$ cat src/rtl/spi_bm_pkg.sv
package spi_bm_pkg;
  localparam int BUS_W  = 8;
  localparam int ADDR_W = 3;

  typedef enum logic [ADDR_W-1:0] {
    A_CTRL = 3'd0,
    A_STAT = 3'd1,
    A_DATA = 3'd2,
    A_CLK  = 3'd3,
    A_BAUD = 3'd4
  } reg_addr_e;

  // prescale code -> shift amount applied to the base divide (code 3 aliases 2)
  function automatic int unsigned pre_shift(input logic [1:0] code);
    return (code == 2'd3) ? 2 : int'(code);
  endfunction
endpackage

$ cat src/rtl/spi_bm_baud.sv
module spi_bm_baud
  import spi_bm_pkg::*;
#(
  parameter int DIV_W    = 3,
  parameter int PRE_BASE = 3
) (
  input  logic             clk_i,
  input  logic             rst_ni,
  input  logic             clr_i,
  input  logic             en_i,
  input  logic             src_i,
  input  logic [1:0]       pre_i,
  input  logic [DIV_W-1:0] div_i,
  input  logic             osc_tick_i,
  output logic             edge_tick_o
);
  localparam int PRE_MAX = PRE_BASE * 4;
  localparam int PCNT_W  = $clog2(PRE_MAX);
  localparam int DCNT_W  = (1 << DIV_W) - 1;

  logic [PCNT_W-1:0] pcnt_q, plim;
  logic [DCNT_W-1:0] dcnt_q, dlim;
  logic              pll_tick, src_tick;

  assign plim     = PCNT_W'((PRE_BASE << pre_shift(pre_i)) - 1);
  assign dlim     = DCNT_W'((1 << div_i) - 1);
  assign pll_tick = en_i && (pcnt_q == plim);
  assign src_tick = src_i ? pll_tick : (en_i && osc_tick_i);
  assign edge_tick_o = src_tick && (dcnt_q == dlim);

  always_ff @(posedge clk_i or negedge rst_ni) begin
    if (!rst_ni) begin
      pcnt_q <= '0;
      dcnt_q <= '0;
    end else if (clr_i) begin
      pcnt_q <= '0;
      dcnt_q <= '0;
    end else begin
      if (en_i) pcnt_q <= (pcnt_q == plim) ? '0 : pcnt_q + 1'b1;
      if (src_tick) dcnt_q <= (dcnt_q == dlim) ? '0 : dcnt_q + 1'b1;
    end
  end
endmodule

$ cat src/rtl/spi_bm_shift.sv
module spi_bm_shift
  import spi_bm_pkg::*;
(
  input  logic             clk_i,
  input  logic             rst_ni,
  input  logic             clr_i,
  input  logic             start_i,
  input  logic [BUS_W-1:0] tx_i,
  input  logic             tick_i,
  input  logic             miso_i,
  output logic             sck_o,
  output logic             mosi_o,
  output logic             busy_o,
  output logic             done_o,
  output logic [BUS_W-1:0] rx_o
);
  localparam int CNT_W = $clog2(BUS_W);

  logic             busy_q, sck_q, done_q;
  logic [BUS_W-1:0] tx_q, rx_q;
  logic [CNT_W-1:0] cnt_q;

  always_ff @(posedge clk_i or negedge rst_ni) begin
    if (!rst_ni) begin
      busy_q <= 1'b0;
      sck_q  <= 1'b0;
      done_q <= 1'b0;
      tx_q   <= '0;
      rx_q   <= '0;
      cnt_q  <= '0;
    end else if (clr_i) begin
      busy_q <= 1'b0;
      sck_q  <= 1'b0;
      done_q <= 1'b0;
      tx_q   <= '0;
      rx_q   <= '0;
      cnt_q  <= '0;
    end else if (start_i && !busy_q) begin
      busy_q <= 1'b1;
      sck_q  <= 1'b0;
      done_q <= 1'b0;
      tx_q   <= tx_i;
      cnt_q  <= '0;
    end else if (busy_q && tick_i) begin
      if (!sck_q) begin
        sck_q <= 1'b1;
        rx_q  <= {rx_q[BUS_W-2:0], miso_i};
      end else begin
        sck_q <= 1'b0;
        tx_q  <= {tx_q[BUS_W-2:0], 1'b0};
        if (cnt_q == CNT_W'(BUS_W - 1)) begin
          busy_q <= 1'b0;
          done_q <= 1'b1;
        end else begin
          cnt_q <= cnt_q + 1'b1;
        end
      end
    end
  end

  assign sck_o  = sck_q;
  assign mosi_o = tx_q[BUS_W-1];
  assign busy_o = busy_q;
  assign done_o = done_q;
  assign rx_o   = rx_q;
endmodule

$ cat src/rtl/spi_bidir_master.sv
module spi_bidir_master
  import spi_bm_pkg::*;
#(
  parameter int DIV_W    = 3,
  parameter int PRE_BASE = 3
) (
  input  logic              clk_i,
  input  logic              rst_ni,
  input  logic              spi_sel_i,
  input  logic [ADDR_W-1:0] addr_i,
  input  logic [BUS_W-1:0]  wdata_i,
  input  logic              we_i,
  output logic [BUS_W-1:0]  rdata_o,
  input  logic              osc_tick_i,
  output logic              sck_o,
  output logic              cs_no,
  output logic              sdo_o,
  output logic              sdo_oe_o,
  input  logic              sdo_i,
  input  logic              sdi_i
);
  localparam int PAD_W = BUS_W - 2 - DIV_W;

  logic             bidir_q, drive_q, cs_q;
  logic             src_sel_q, en_q, act_src_q, sel_prev_q;
  logic [DIV_W-1:0] div_q;
  logic [1:0]       pre_q;
  logic             sel_chg, wr_ok, start, edge_tick, miso;
  logic             busy_w, done_w;
  logic [BUS_W-1:0] rx_w;

  assign sel_chg = spi_sel_i ^ sel_prev_q;
  assign wr_ok   = we_i && !sel_chg;
  assign start   = wr_ok && (addr_i == A_DATA) && en_q && !busy_w;

  always_ff @(posedge clk_i or negedge rst_ni) begin
    if (!rst_ni) begin
      sel_prev_q <= 1'b0;
      bidir_q    <= 1'b0;
      drive_q    <= 1'b0;
      cs_q       <= 1'b0;
      src_sel_q  <= 1'b0;
      en_q       <= 1'b0;
      act_src_q  <= 1'b0;
      div_q      <= '0;
      pre_q      <= '0;
    end else begin
      sel_prev_q <= spi_sel_i;
      if (sel_chg) begin
        bidir_q   <= 1'b0;
        drive_q   <= 1'b0;
        cs_q      <= 1'b0;
        src_sel_q <= 1'b0;
        en_q      <= 1'b0;
        act_src_q <= 1'b0;
        div_q     <= '0;
        pre_q     <= '0;
      end else begin
        // source swap only between transfers
        if (!busy_w) act_src_q <= src_sel_q;
        if (wr_ok) begin
          unique case (addr_i)
            A_CTRL: {cs_q, drive_q, bidir_q} <= wdata_i[2:0];
            A_CLK:  {en_q, src_sel_q} <= wdata_i[1:0];
            A_BAUD: begin
              pre_q <= wdata_i[BUS_W-1 -: 2];
              div_q <= wdata_i[DIV_W-1:0];
            end
            default: ;
          endcase
        end
      end
    end
  end

  spi_bm_baud #(.DIV_W(DIV_W), .PRE_BASE(PRE_BASE)) u_baud (
    .clk_i       (clk_i),
    .rst_ni      (rst_ni),
    .clr_i       (sel_chg || start),
    .en_i        (en_q),
    .src_i       (act_src_q),
    .pre_i       (pre_q),
    .div_i       (div_q),
    .osc_tick_i  (osc_tick_i),
    .edge_tick_o (edge_tick)
  );

  assign miso = bidir_q ? sdo_i : sdi_i;

  spi_bm_shift u_shift (
    .clk_i   (clk_i),
    .rst_ni  (rst_ni),
    .clr_i   (sel_chg),
    .start_i (start),
    .tx_i    (wdata_i),
    .tick_i  (edge_tick),
    .miso_i  (miso),
    .sck_o   (sck_o),
    .mosi_o  (sdo_o),
    .busy_o  (busy_w),
    .done_o  (done_w),
    .rx_o    (rx_w)
  );

  assign sdo_oe_o = !bidir_q || drive_q;
  assign cs_no    = !cs_q;

  always_comb begin
    unique case (addr_i)
      A_CTRL:  rdata_o = {5'b0, cs_q, drive_q, bidir_q};
      A_STAT:  rdata_o = {6'b0, done_w, busy_w};
      A_DATA:  rdata_o = rx_w;
      A_CLK:   rdata_o = {6'b0, en_q, src_sel_q};
      A_BAUD:  rdata_o = {pre_q, PAD_W'(0), div_q};
      default: rdata_o = '0;
    endcase
  end
endmodule

$ cat config.mk
export PLATFORM = sky130hd
export DESIGN_NAME = spi_bidir_master
export DESIGN_NICKNAME = d
export VERILOG_FILES = /design/src/rtl/spi_bm_pkg.sv /design/src/rtl/spi_bm_baud.sv /design/src/rtl/spi_bm_shift.sv /design/src/rtl/spi_bidir_master.sv
export SDC_FILE = /design/constraint.sdc
export NUM_CORES = 1
export LEC_CHECK = 0
export ABC_AREA = 1
export ABC_CLOCK_PERIOD_IN_PS = 4700
export BUFFER_PORTS_ARGS = -buffer_cell sky130_fd_sc_hd__buf_2
export CORE_MARGIN = 2
export CORE_UTILIZATION = 55
export CTS_BUF_LIST = sky130_fd_sc_hd__clkbuf_4 sky130_fd_sc_hd__clkbuf_8 sky130_fd_sc_hd__clkbuf_16
export DETAILED_ROUTE_END_ITERATION = 8
export HOLD_SLACK_MARGIN = 0.02
export PLACE_DENSITY = 0.87
export SKIP_CTS_REPAIR_TIMING = 1
export SLEW_MARGIN = 15
export SYNTH_ARGS = -nofsm -noshare
export SYNTH_HDL_FRONTEND = slang
export SYNTH_SLANG_ARGS = --single-unit
export TNS_END_PERCENT = 100
$ cat constraint.sdc
create_clock -name clk_i -period 4.7 [get_ports clk_i]
set_input_delay 0.235 -clock clk_i [delete_from_list [all_inputs] [get_ports clk_i]]
set_output_delay 0.235 -clock clk_i [all_outputs]
set_load 0.005 [all_outputs]
### After elaboration in Yosys (flattened, before gate mapping)

Index checks and enable logic that the tools add are counted.

* register bits: 45
* bits of input ports: 18
* output and inout bits: 12
* word-level logic and storage cells: 130

* $add $sub $neg: 5
* equal/unequal tests: 12
* shifts and indexed selects: 2
* mux-type cells: 60
* bitwise gates (word level): 1
* reductions and logical operators: 33

Operators with widths (count)
* 8-bit two-way mux: 8
* 8-bit case mux with 5 select lines: 1
* 1-bit two-way mux: 33
* 2-bit by 32-bit left shift with 4-bit output, first input constant: 1
* 3-bit two-way mux: 8
* 7-bit two-way mux: 3
* 2-bit nonzero test: 7
* 4-bit two-way mux: 3
* 1-bit logical AND: 9
* 3-bit AND reduction: 3
* 3-bit nonzero test: 3
* 2-bit two-way mux: 4
* 2-bit AND reduction: 4
* 7-bit by 1-bit adder with 7-bit output, second input constant: 1
* 7-bit equality test: 1
* 1-bit by 3-bit left shift with 7-bit output, first input constant: 1
* 7-bit by 2-bit subtractor with 7-bit output, second input constant: 1
* 3-bit by 2-bit equality test with 1-bit output, second input constant: 2
* 3-bit equality test, second input constant: 2
* 2-bit inequality test, second input constant: 3
* 4-bit by 1-bit adder with 4-bit output, second input constant: 1
* 4-bit equality test: 1
* 1-bit zero test: 4
* 4-bit by 2-bit subtractor with 4-bit output, second input constant: 1
* 7 further kinds: 8

### Depth between registers and ports, before layout

Gate-level depths: netlist (run 1).

* depth after elaboration: 12
* depth in mapped cells: 14

### Modules after synthesis

Synthesis (run 1) repeated with hierarchy kept, for this count alone.

* cell total of the unflattened synthesis: 387
* area total of the unflattened synthesis: 2732.6 sq um

Modules (own cells, without submodules)
* spi_bm_shift: instances 1, cells each 136, area an instance 1073.5 sq um, sequential area each 550.5 sq um
* spi_bm_baud: instances 1, cells each 132, area an instance 874.6 sq um, sequential area each 275.3 sq um
* spi_bidir_master: instances 1, cells each 119, area an instance 784.5 sq um, sequential area each 300.3 sq um

### Worst setup path before layout (run 1)

OpenSTA, ideal clock, no wires.

* path kind: register to register
* from: register div_q[2]
* to: register u_shift.tx_q[1]
* data arrival time: 1.482 ns
* required time: 4.574 ns
* slack: 3.092 ns
* cell stages (with the launch flop): 13
* clock period less this slack: 1.608 ns
* cells stage by stage: dfrtp_1 -> buf_4 -> nor2_1 -> nand3_1 -> nand2_1 -> nand2_1 -> nor2_2 -> nand2_2 -> nor2_4 -> nand2_2 -> nand2_4 -> buf_6 -> o21ai_0

* longest elaborated chain between the ends: 7

Ends and longest elaborated chain
* start: declaration: RTL line spi_bidir_master.sv:26 `logic [DIV_W-1:0] div_q;`
* start signal: assignment: RTL line spi_bidir_master.sv:67 `div_q <= wdata_i[DIV_W-1:0];`
* 1-bit by 3-bit left shift with 7-bit output: RTL line spi_bm_baud.sv:26 `assign dlim = DCNT_W'((1 << div_i) - 1);`
* 7-bit by 2-bit subtractor with 7-bit output: RTL line spi_bm_baud.sv:26
* 7-bit equality test: RTL line spi_bm_baud.sv:29 `assign edge_tick_o = src_tick && (dcnt_q == dlim);`
* 1-bit logical AND: RTL line spi_bm_baud.sv:29
* 1-bit logical AND: RTL line spi_bm_shift.sv:44 `end else if (busy_q && tick_i) begin`
* 3-bit nonzero test (no line)
* 2-bit AND reduction (no line)
* end signal: assignment: RTL line spi_bm_shift.sv:42 `tx_q <= tx_i;`
* end signal: assignment: RTL line spi_bm_shift.sv:50 `tx_q <= {tx_q[BUS_W-2:0], 1'b0};`
* end: declaration: RTL line spi_bm_shift.sv:20 `logic [BUS_W-1:0] tx_q, rx_q;`

Every way passes these cells.
A chain may end at the register's enable or synchronous reset.

### Worst setup path after layout (run 1)

* from: register div_q[2]
* to: register u_shift.rx_q[5] (netlist: u_shift.rx_o[5])

* longest elaborated chain between the ends: 7

Ends and longest elaborated chain
* 1-bit by 3-bit left shift with 7-bit output: RTL line spi_bm_baud.sv:26
* 7-bit by 2-bit subtractor with 7-bit output: RTL line spi_bm_baud.sv:26
* 7-bit equality test: RTL line spi_bm_baud.sv:29
* 1-bit logical AND: RTL line spi_bm_baud.sv:29
* 1-bit logical AND: RTL line spi_bm_shift.sv:44
* 2-bit nonzero test (no line)
* 3-bit AND reduction (no line)
* end signal: assignment: RTL line spi_bm_shift.sv:47 `rx_q <= {rx_q[BUS_W-2:0], miso_i};`
* end: declaration: RTL line spi_bm_shift.sv:20

Every way passes these cells.

==> results.txt, run 1 <==
status -> finished, final reports clean
global-route wire length before repair -> 9630 microns
worst hold margin -> 68.1 ps
RSZ-0062 raised after global routing -> no
total die area -> 5010 sq um
worst clock skew -> 3.78 ps
worst path arrival time -> 2090 ps
vias in the first global route -> 2233
initial antenna violation count -> 0
1st-iter DRT viols -> 173
worst endpoint required time -> 4940 ps
row cnt -> 24
post-route ant nets -> 0
IO Count -> 30
largest net degree at the start of global routing -> 46
Crit Path Max Fanout -> 8
total track usage -> 0.240
Slew Limit Fails -> 0
Peak Freq -> 540 MHz
via count -> 2257
power density cells -> 272 nW/um^2
number of synthesized flops with an enable pin -> 0
CTS sink cnt -> 45
count of different cell masters after synthesis -> 29
Finished Core Util -> 0.631
CP endpoint kind -> register
Final setup viols -> 0
Pleak -> 0.00140 uW
post-synthesis net count -> 352
vias per cell -> 5.43
register area share after synthesis -> 0.459
Clock Latency Late Sink -> 300 ps
Remaining Overflow, GRT -> 0
Die Wd -> 70.8 microns
Slew HR -> 0.335
clk slew on worst S/H paths -> 80 ps
GR Util met2 -> 0.391
Initial Util -> 0.567
share of cells above drive strength 1 -> 0.135
H-tree depth -> 2
core box area -> 4320 sq um
DRC viols -> 0
flops & latches, synth -> 45
port bufs -> 29
Most Crowded Layer GR -> met2
Final Cycle Share -> 0.394
root buffer cell -> clkbuf_8
most frequent cells in the layout -> nand2_1 (98), inv_1 (45), dfrtp_1 (45)
Hold WC Path Type -> in2reg
dpl cells -> 408
Num CTS Buffers -> 5
CTS Buffer Depth -> 2
drt total wl -> 5480 microns
Final Net Count -> 385
async set or reset register ratio after synthesis -> 1.00
# diodes -> 0
max-cap viol count -> 0
Fin. Hold Viols -> 0
Yosys Warn Count -> 0
Syn Inst Count -> 330
WL per Instance -> 13.2 microns
dpl hpwl -> 4070 microns
top_reg_cell synth -> dfrtp_1
type of element launching the critical path -> register
setup TNS -> 0 ps
crit path kind -> reg2reg
Finished Layout Cells -> 416
met3 Use GR -> 0.0541
Slew @ Worst Pin -> 998 ps
Synth Area per Inst -> 7.43 sq um
most common cell after layout, fill and taps aside -> nand2_1
total power -> 743 uW
Die Y -> 70.8 microns
GPL Wtd Cong -> 0.888
peak supply drop -> 0.244 mV
synthesized cell area -> 2450 sq um
total iterations of the first detailed-routing run -> 5
met1 Usage GRT -> 0.298
CTS tree -> yes
crit path time final -> 1850 ps
Layout area overhead -> 11.3%
==> state kept, by name (all words and copies together), names as in the netlist, 2 cells and up <==
register       flops
u_baud.pcnt_q      4
div_q              3
u_shift.cnt_q      3
u_baud.dcnt_q      7
pre_q              2
u_shift.rx_o       8
u_shift.tx_q       8
==> critical path, cell delays in order, from the launching register on <==
cell and delay (ps):
dfrtp_1 490, inv_1 120, nand2_1 100, nor2_1 40, nor2_1 90, nand2_1 70
nor2_2 90, nand2_2 80, nor2_4 230, nand2_1 130, nor2_4 190, nand2_1 80
nand2_1 70
==> per-layer routing <==
layer  share of wire  vias up
li1                -     1118
met2            0.49       72
met5               0        -
met3           0.046       18
met1            0.44     1049
met4           0.030        0
==> synth_stat cells, drive strengths merged (2+ instances only) <==
| library cell | count | area (sq um) |
|---|---|---|
| nand3 | 21 | 105 |
| nand4 | 4 | 25.0 |
| mux2 | 2 | 22.5 |
| nand2 | 102 | 398 |
| o221ai | 2 | 17.5 |
| o21ai | 33 | 165 |
| buf | 3 | 23.8 |
| dfrtp | 45 | 1130 |
| xor2 | 4 | 35.0 |
| inv | 47 | 176 |
| a21oi | 8 | 40.0 |
| ha | 4 | 50.1 |
| nor2 | 42 | 183 |
| o22ai | 4 | 25.0 |
| nor3 | 3 | 15.0 |
==> power by group <==
part / internal (uW) / leakage [uW] / switching [uW] / total, uW
Combinational: 26.5 / 0.000724 / 59.9 / 86.4
Sequential: 395 / 0.000622 / 8.25 / 403
Clock: 123 / 0.0000498 / 130 / 253
==> final timing paths <==
path | start | endpoint | slack, ps | cells after the start
setup / recovery | div_q[2] | u_shift.rx_o[5] | 2850 | 12
hold / removal | spi_sel_i | sel_prev_q | 70 | 1
setup reg to reg | div_q[2] | u_shift.rx_o[5] | 2850 | 12
hold reg to reg | u_shift.rx_o[7] | u_shift.rx_o[7] | 490 | 2
max in group asynchronous | rst_ni | u_shift.busy_o | 3990 | 1
min in group asynchronous | rst_ni | u_shift.tx_q[6] | 100 | 1
==> through the flow <==
stage	instance area, sq um	worst slack [ps]
detailed placement	2640	2870
finish	2730	2850
floorplan	2450	3090
global route	2730	2600
CTS	2730	2860
global placement	2640	2890
==> logic make-up (layout without fill, tap and decap cells) <==
family | count (synthesis) | after routing | share of synthesized area
AO/OA/AOI/OAI | 50 | 50 | 0.110
XOR/XNOR | 5 | 5 | 0.0179
adder cells (fa/ha/maj) | 4 | 4 | 0.0204
buffers and inverters | 50 | 84 | 0.0816
flip-flops | 45 | 45 | 0.459
multiplexers | 2 | 2 | 0.00918
AND/OR/NAND/NOR | 174 | 174 | 0.302
==> cell type report <==
cell class,count,area (sq um)
fill,372,1590
sequential,45,1130
multi-input combinational,235,1130
inverter,47,176
timing repair buffer,29,145
clock buffer,8,91.3
tap,52,65.1
No activity file was read; power rests on OpenSTA's default activity.
==> run 2, diff against run 1 <==
--- a/config.mk
+++ b/config.mk
@@ -5,8 +5,8 @@
 export SDC_FILE = /design/constraint.sdc
 export NUM_CORES = 1
 export LEC_CHECK = 0
-export ABC_AREA = 1
-export ABC_CLOCK_PERIOD_IN_PS = 4700
+export ABC_AREA = 0
+export ABC_CLOCK_PERIOD_IN_PS = 1900
 export BUFFER_PORTS_ARGS = -buffer_cell sky130_fd_sc_hd__buf_2
 export CORE_MARGIN = 2
 export CORE_UTILIZATION = 55
==> constraint.sdc (replaced) <==
create_clock -name clk_i -period 1.9 [get_ports clk_i]
set_input_delay 0.095 -clock clk_i [delete_from_list [all_inputs] [get_ports clk_i]]
set_output_delay 0.095 -clock clk_i [all_outputs]
set_load 0.005 [all_outputs]
==> run 2 against run 1 <==
Against the previous run: die area grew 5.7%; worst setup slack lost 3000 ps; clock power grew to 3.1 times the previous value; largest power group unchanged; non-clock buffer count grew 57; maximum frequency shrank 9.6%; sequential cell count is the same; power grew to 2.7 times the previous value; the run now ends with negative setup slack left; final area grew 26%; hold slack gained 36 ps.
==> results.txt, run 2 <==
status -> finished, violations left
violated checks -> negative setup slack
vias per cell -> 6.09
Finished Core Util -> 0.742
dpl hpwl -> 4770 microns
synthesized cell area -> 2600 sq um
WL per Instance -> 17.3 microns
worst endpoint required time -> 2090 ps
global-route wire length before repair -> 10900 microns
Initial Util -> 0.562
Synth area leaders -> dfrtp_1 (43%), mux2i_1 (10%), nand2_1 (6.9%)
Slew HR -> 0.511
vias in the first global route -> 2417
fill cell count -> 293
r2r setup slk -> -150 ps
# diodes -> 0
Yosys Warn Count -> 0
R2R Path End -> u_shift.tx_q[6]
Slew Limit Fails -> 0
Crit Path Max Fanout -> 6
GPL Wtd Cong -> 0.910
count of different cell masters after synthesis -> 45
row cnt -> 25
dpl cells -> 400
CTS Buffer Depth -> 2
IO Count -> 30
drt total wl -> 7200 microns
top-count cell post-synth -> nand2_1
post-synthesis net count -> 305
hold endpoint -> pre_q[1]
share of cells above drive strength 1 -> 0.339
most common cell after layout, fill and taps aside -> buf_4
Peak Freq -> 488 MHz
fin worst setup slack -> -151 ps
slowest cell on the critical path -> dfrtp_2
number of synthesized flops with an enable pin -> 0
Layout area overhead -> 32.0%
top_reg_cell synth -> dfrtp_1
Synth Area per Inst -> 9.19 sq um
Num CTS Buffers -> 5
core box area -> 4630 sq um
WP buf/inv -> 1
1st-iter DRT viols -> 239
Clock Latency Late Sink -> 310 ps
total power -> 2030 uW
post-route ant nets -> 0
dpl ws -> -173 ps
RSZ-0062 raised after global routing -> yes
share of the synthesized area in the top cell type -> 0.433
type of element launching the critical path -> register
reg2reg path depth -> 7
critical path cell sequence -> nor2_4 > a211o_1 > a22oi_4 > nand4_4 > o21ai_4 > buf_6 > mux2_4
R2R Path Start -> div_q[1]
Remaining Overflow, GRT -> 0
DRC viols -> 0
Critical Path Max Stage Delay -> 460 ps
Yosys top cell by area -> dfrtp_1
Final setup viols -> 19
most frequent cells in the layout -> buf_4 (50), nand2_1 (48), dfrtp_1 (41)
CP endpoint kind -> register
total track usage -> 0.267
port bufs -> 29
H-tree depth -> 2
power density cells -> 592 nW/um^2
Final Net Count -> 384
crit path kind -> reg2reg
Finished Layout Cells -> 417
crit path time final -> 2050 ps
most instantiated cells after synthesis -> nand2_1 (48), dfrtp_1 (45), mux2i_1 (26), nor2_1 (26), nand3_1 (17)
total die area -> 5290 sq um
initial antenna violation count -> 0
Syn Inst Count -> 283
Slew @ Worst Pin -> 733 ps
Multi-input gate area -> 1490 sq um
via count -> 2541
Fin. Hold Viols -> 0
Die Wd -> 72.8 microns
max-cap viol count -> 0
register area -> 1130 sq um
clk slew on worst S/H paths -> 100 ps
async set or reset register ratio after synthesis -> 1.00
worst hold start -> wdata_i[7]
root buffer cell -> clkbuf_8
WHS Path Cells -> 3
worst path arrival time -> 2240 ps
Final Cycle Share -> 1.08
Pleak -> 0.00163 uW
peak supply drop -> 0.487 mV
Die Y -> 72.8 microns
register area share after synthesis -> 0.433
largest net degree at the start of global routing -> 33
Hold WC Path Type -> in2reg
worst clock skew -> 16.9 ps
CTS sink cnt -> 45
CTS tree -> yes
total iterations of the first detailed-routing run -> 6
critical path's top delay family -> compound AO/OA/AOI/OAI gates
flops & latches, synth -> 45
## run 2: cell count changes after synthesis, sizes merged, moves of 4 or more
cell,before,now
nand2,102,48
o21ai,33,13
a21oi,8,12
a22oi,0,5
inv,47,7
mux2i,0,26
clkbuf,0,9
nand2b,0,5
nand3,21,17
nor2,42,26
mux2,2,9
o21a,1,5
nor3b,0,4
## run 2: worst reg2reg max path: stages, from the launching register on
cell and delay (ps):
dfrtp_2 460, nor2_4 70, a211o_1 340, a22oi_4 220, nand4_4 170, o21ai_4 210
buf_6 160, mux2_4 300
## run 2: power breakdown
group / internal (uW) / total (uW) / switching (uW)
Clock: 428 / 773 / 345
Combinational: 123 / 285 / 161
Sequential: 965 / 975 / 9.74
Total: 1520 / 2030 / 516
## run 2: how the worst max path moves through the flow
stage / from / endpoint / slack, ps / cells past startpoint
4_1_cts: div_q[2] / u_shift.tx_q[6] / -200 / 7
6_report: div_q[1] / u_shift.tx_q[6] / -150 / 7
2_1_floorplan: pre_q[1] / u_shift.tx_q[1] / -40 / 6
5_1_grt: div_q[1] / u_shift.tx_q[6] / -230 / 8
3_5_place_dp: div_q[2] / u_shift.tx_q[6] / -170 / 6
3_3_place_gp: div_q[2] / u_shift.tx_q[7] / -100 / 6
## run 2: cell families after synthesis
family	share of synthesized area
AOI/OAI and AO/OA	0.134
buffers and inverters	0.0351
adders and majority gates	0.0193
and+or+nand+nor	0.233
muxes	0.139
DFF	0.433
xor gates and xnor gates	0.00674
## run 2: area by class of cell
cell class,instances,area share
Multi-Input combinational cell,217,0.434
Sequential cell,45,0.329
Timing Repair Buffer,86,0.175
Clock buffer,6,0.0241
Tap cell,54,0.0197
Clock inverter,2,0.0109
Inverter,7,0.00765
## run 2: per-layer routing
metal | up-vias | part of all wire | track usage
li1 | 1159 | - | -
met1 | 1254 | 0.42 | 0.343
met2 | 114 | 0.51 | 0.446
met3 | 14 | 0.055 | 0.0525
met4 | 0 | 0.018 | 0.103
met5 | - | 0 | 0
## run 2: stage by stage
stage	area, sq um	setup TNS, ps	hold WS [ps]
finish	3430	-1570	104
global route	3430	-3730	116
CTS	3270	-2540	-132
detailed placement	3150	-2140	197
global placement	3150	-793	184
floorplan	2620	-273	-201
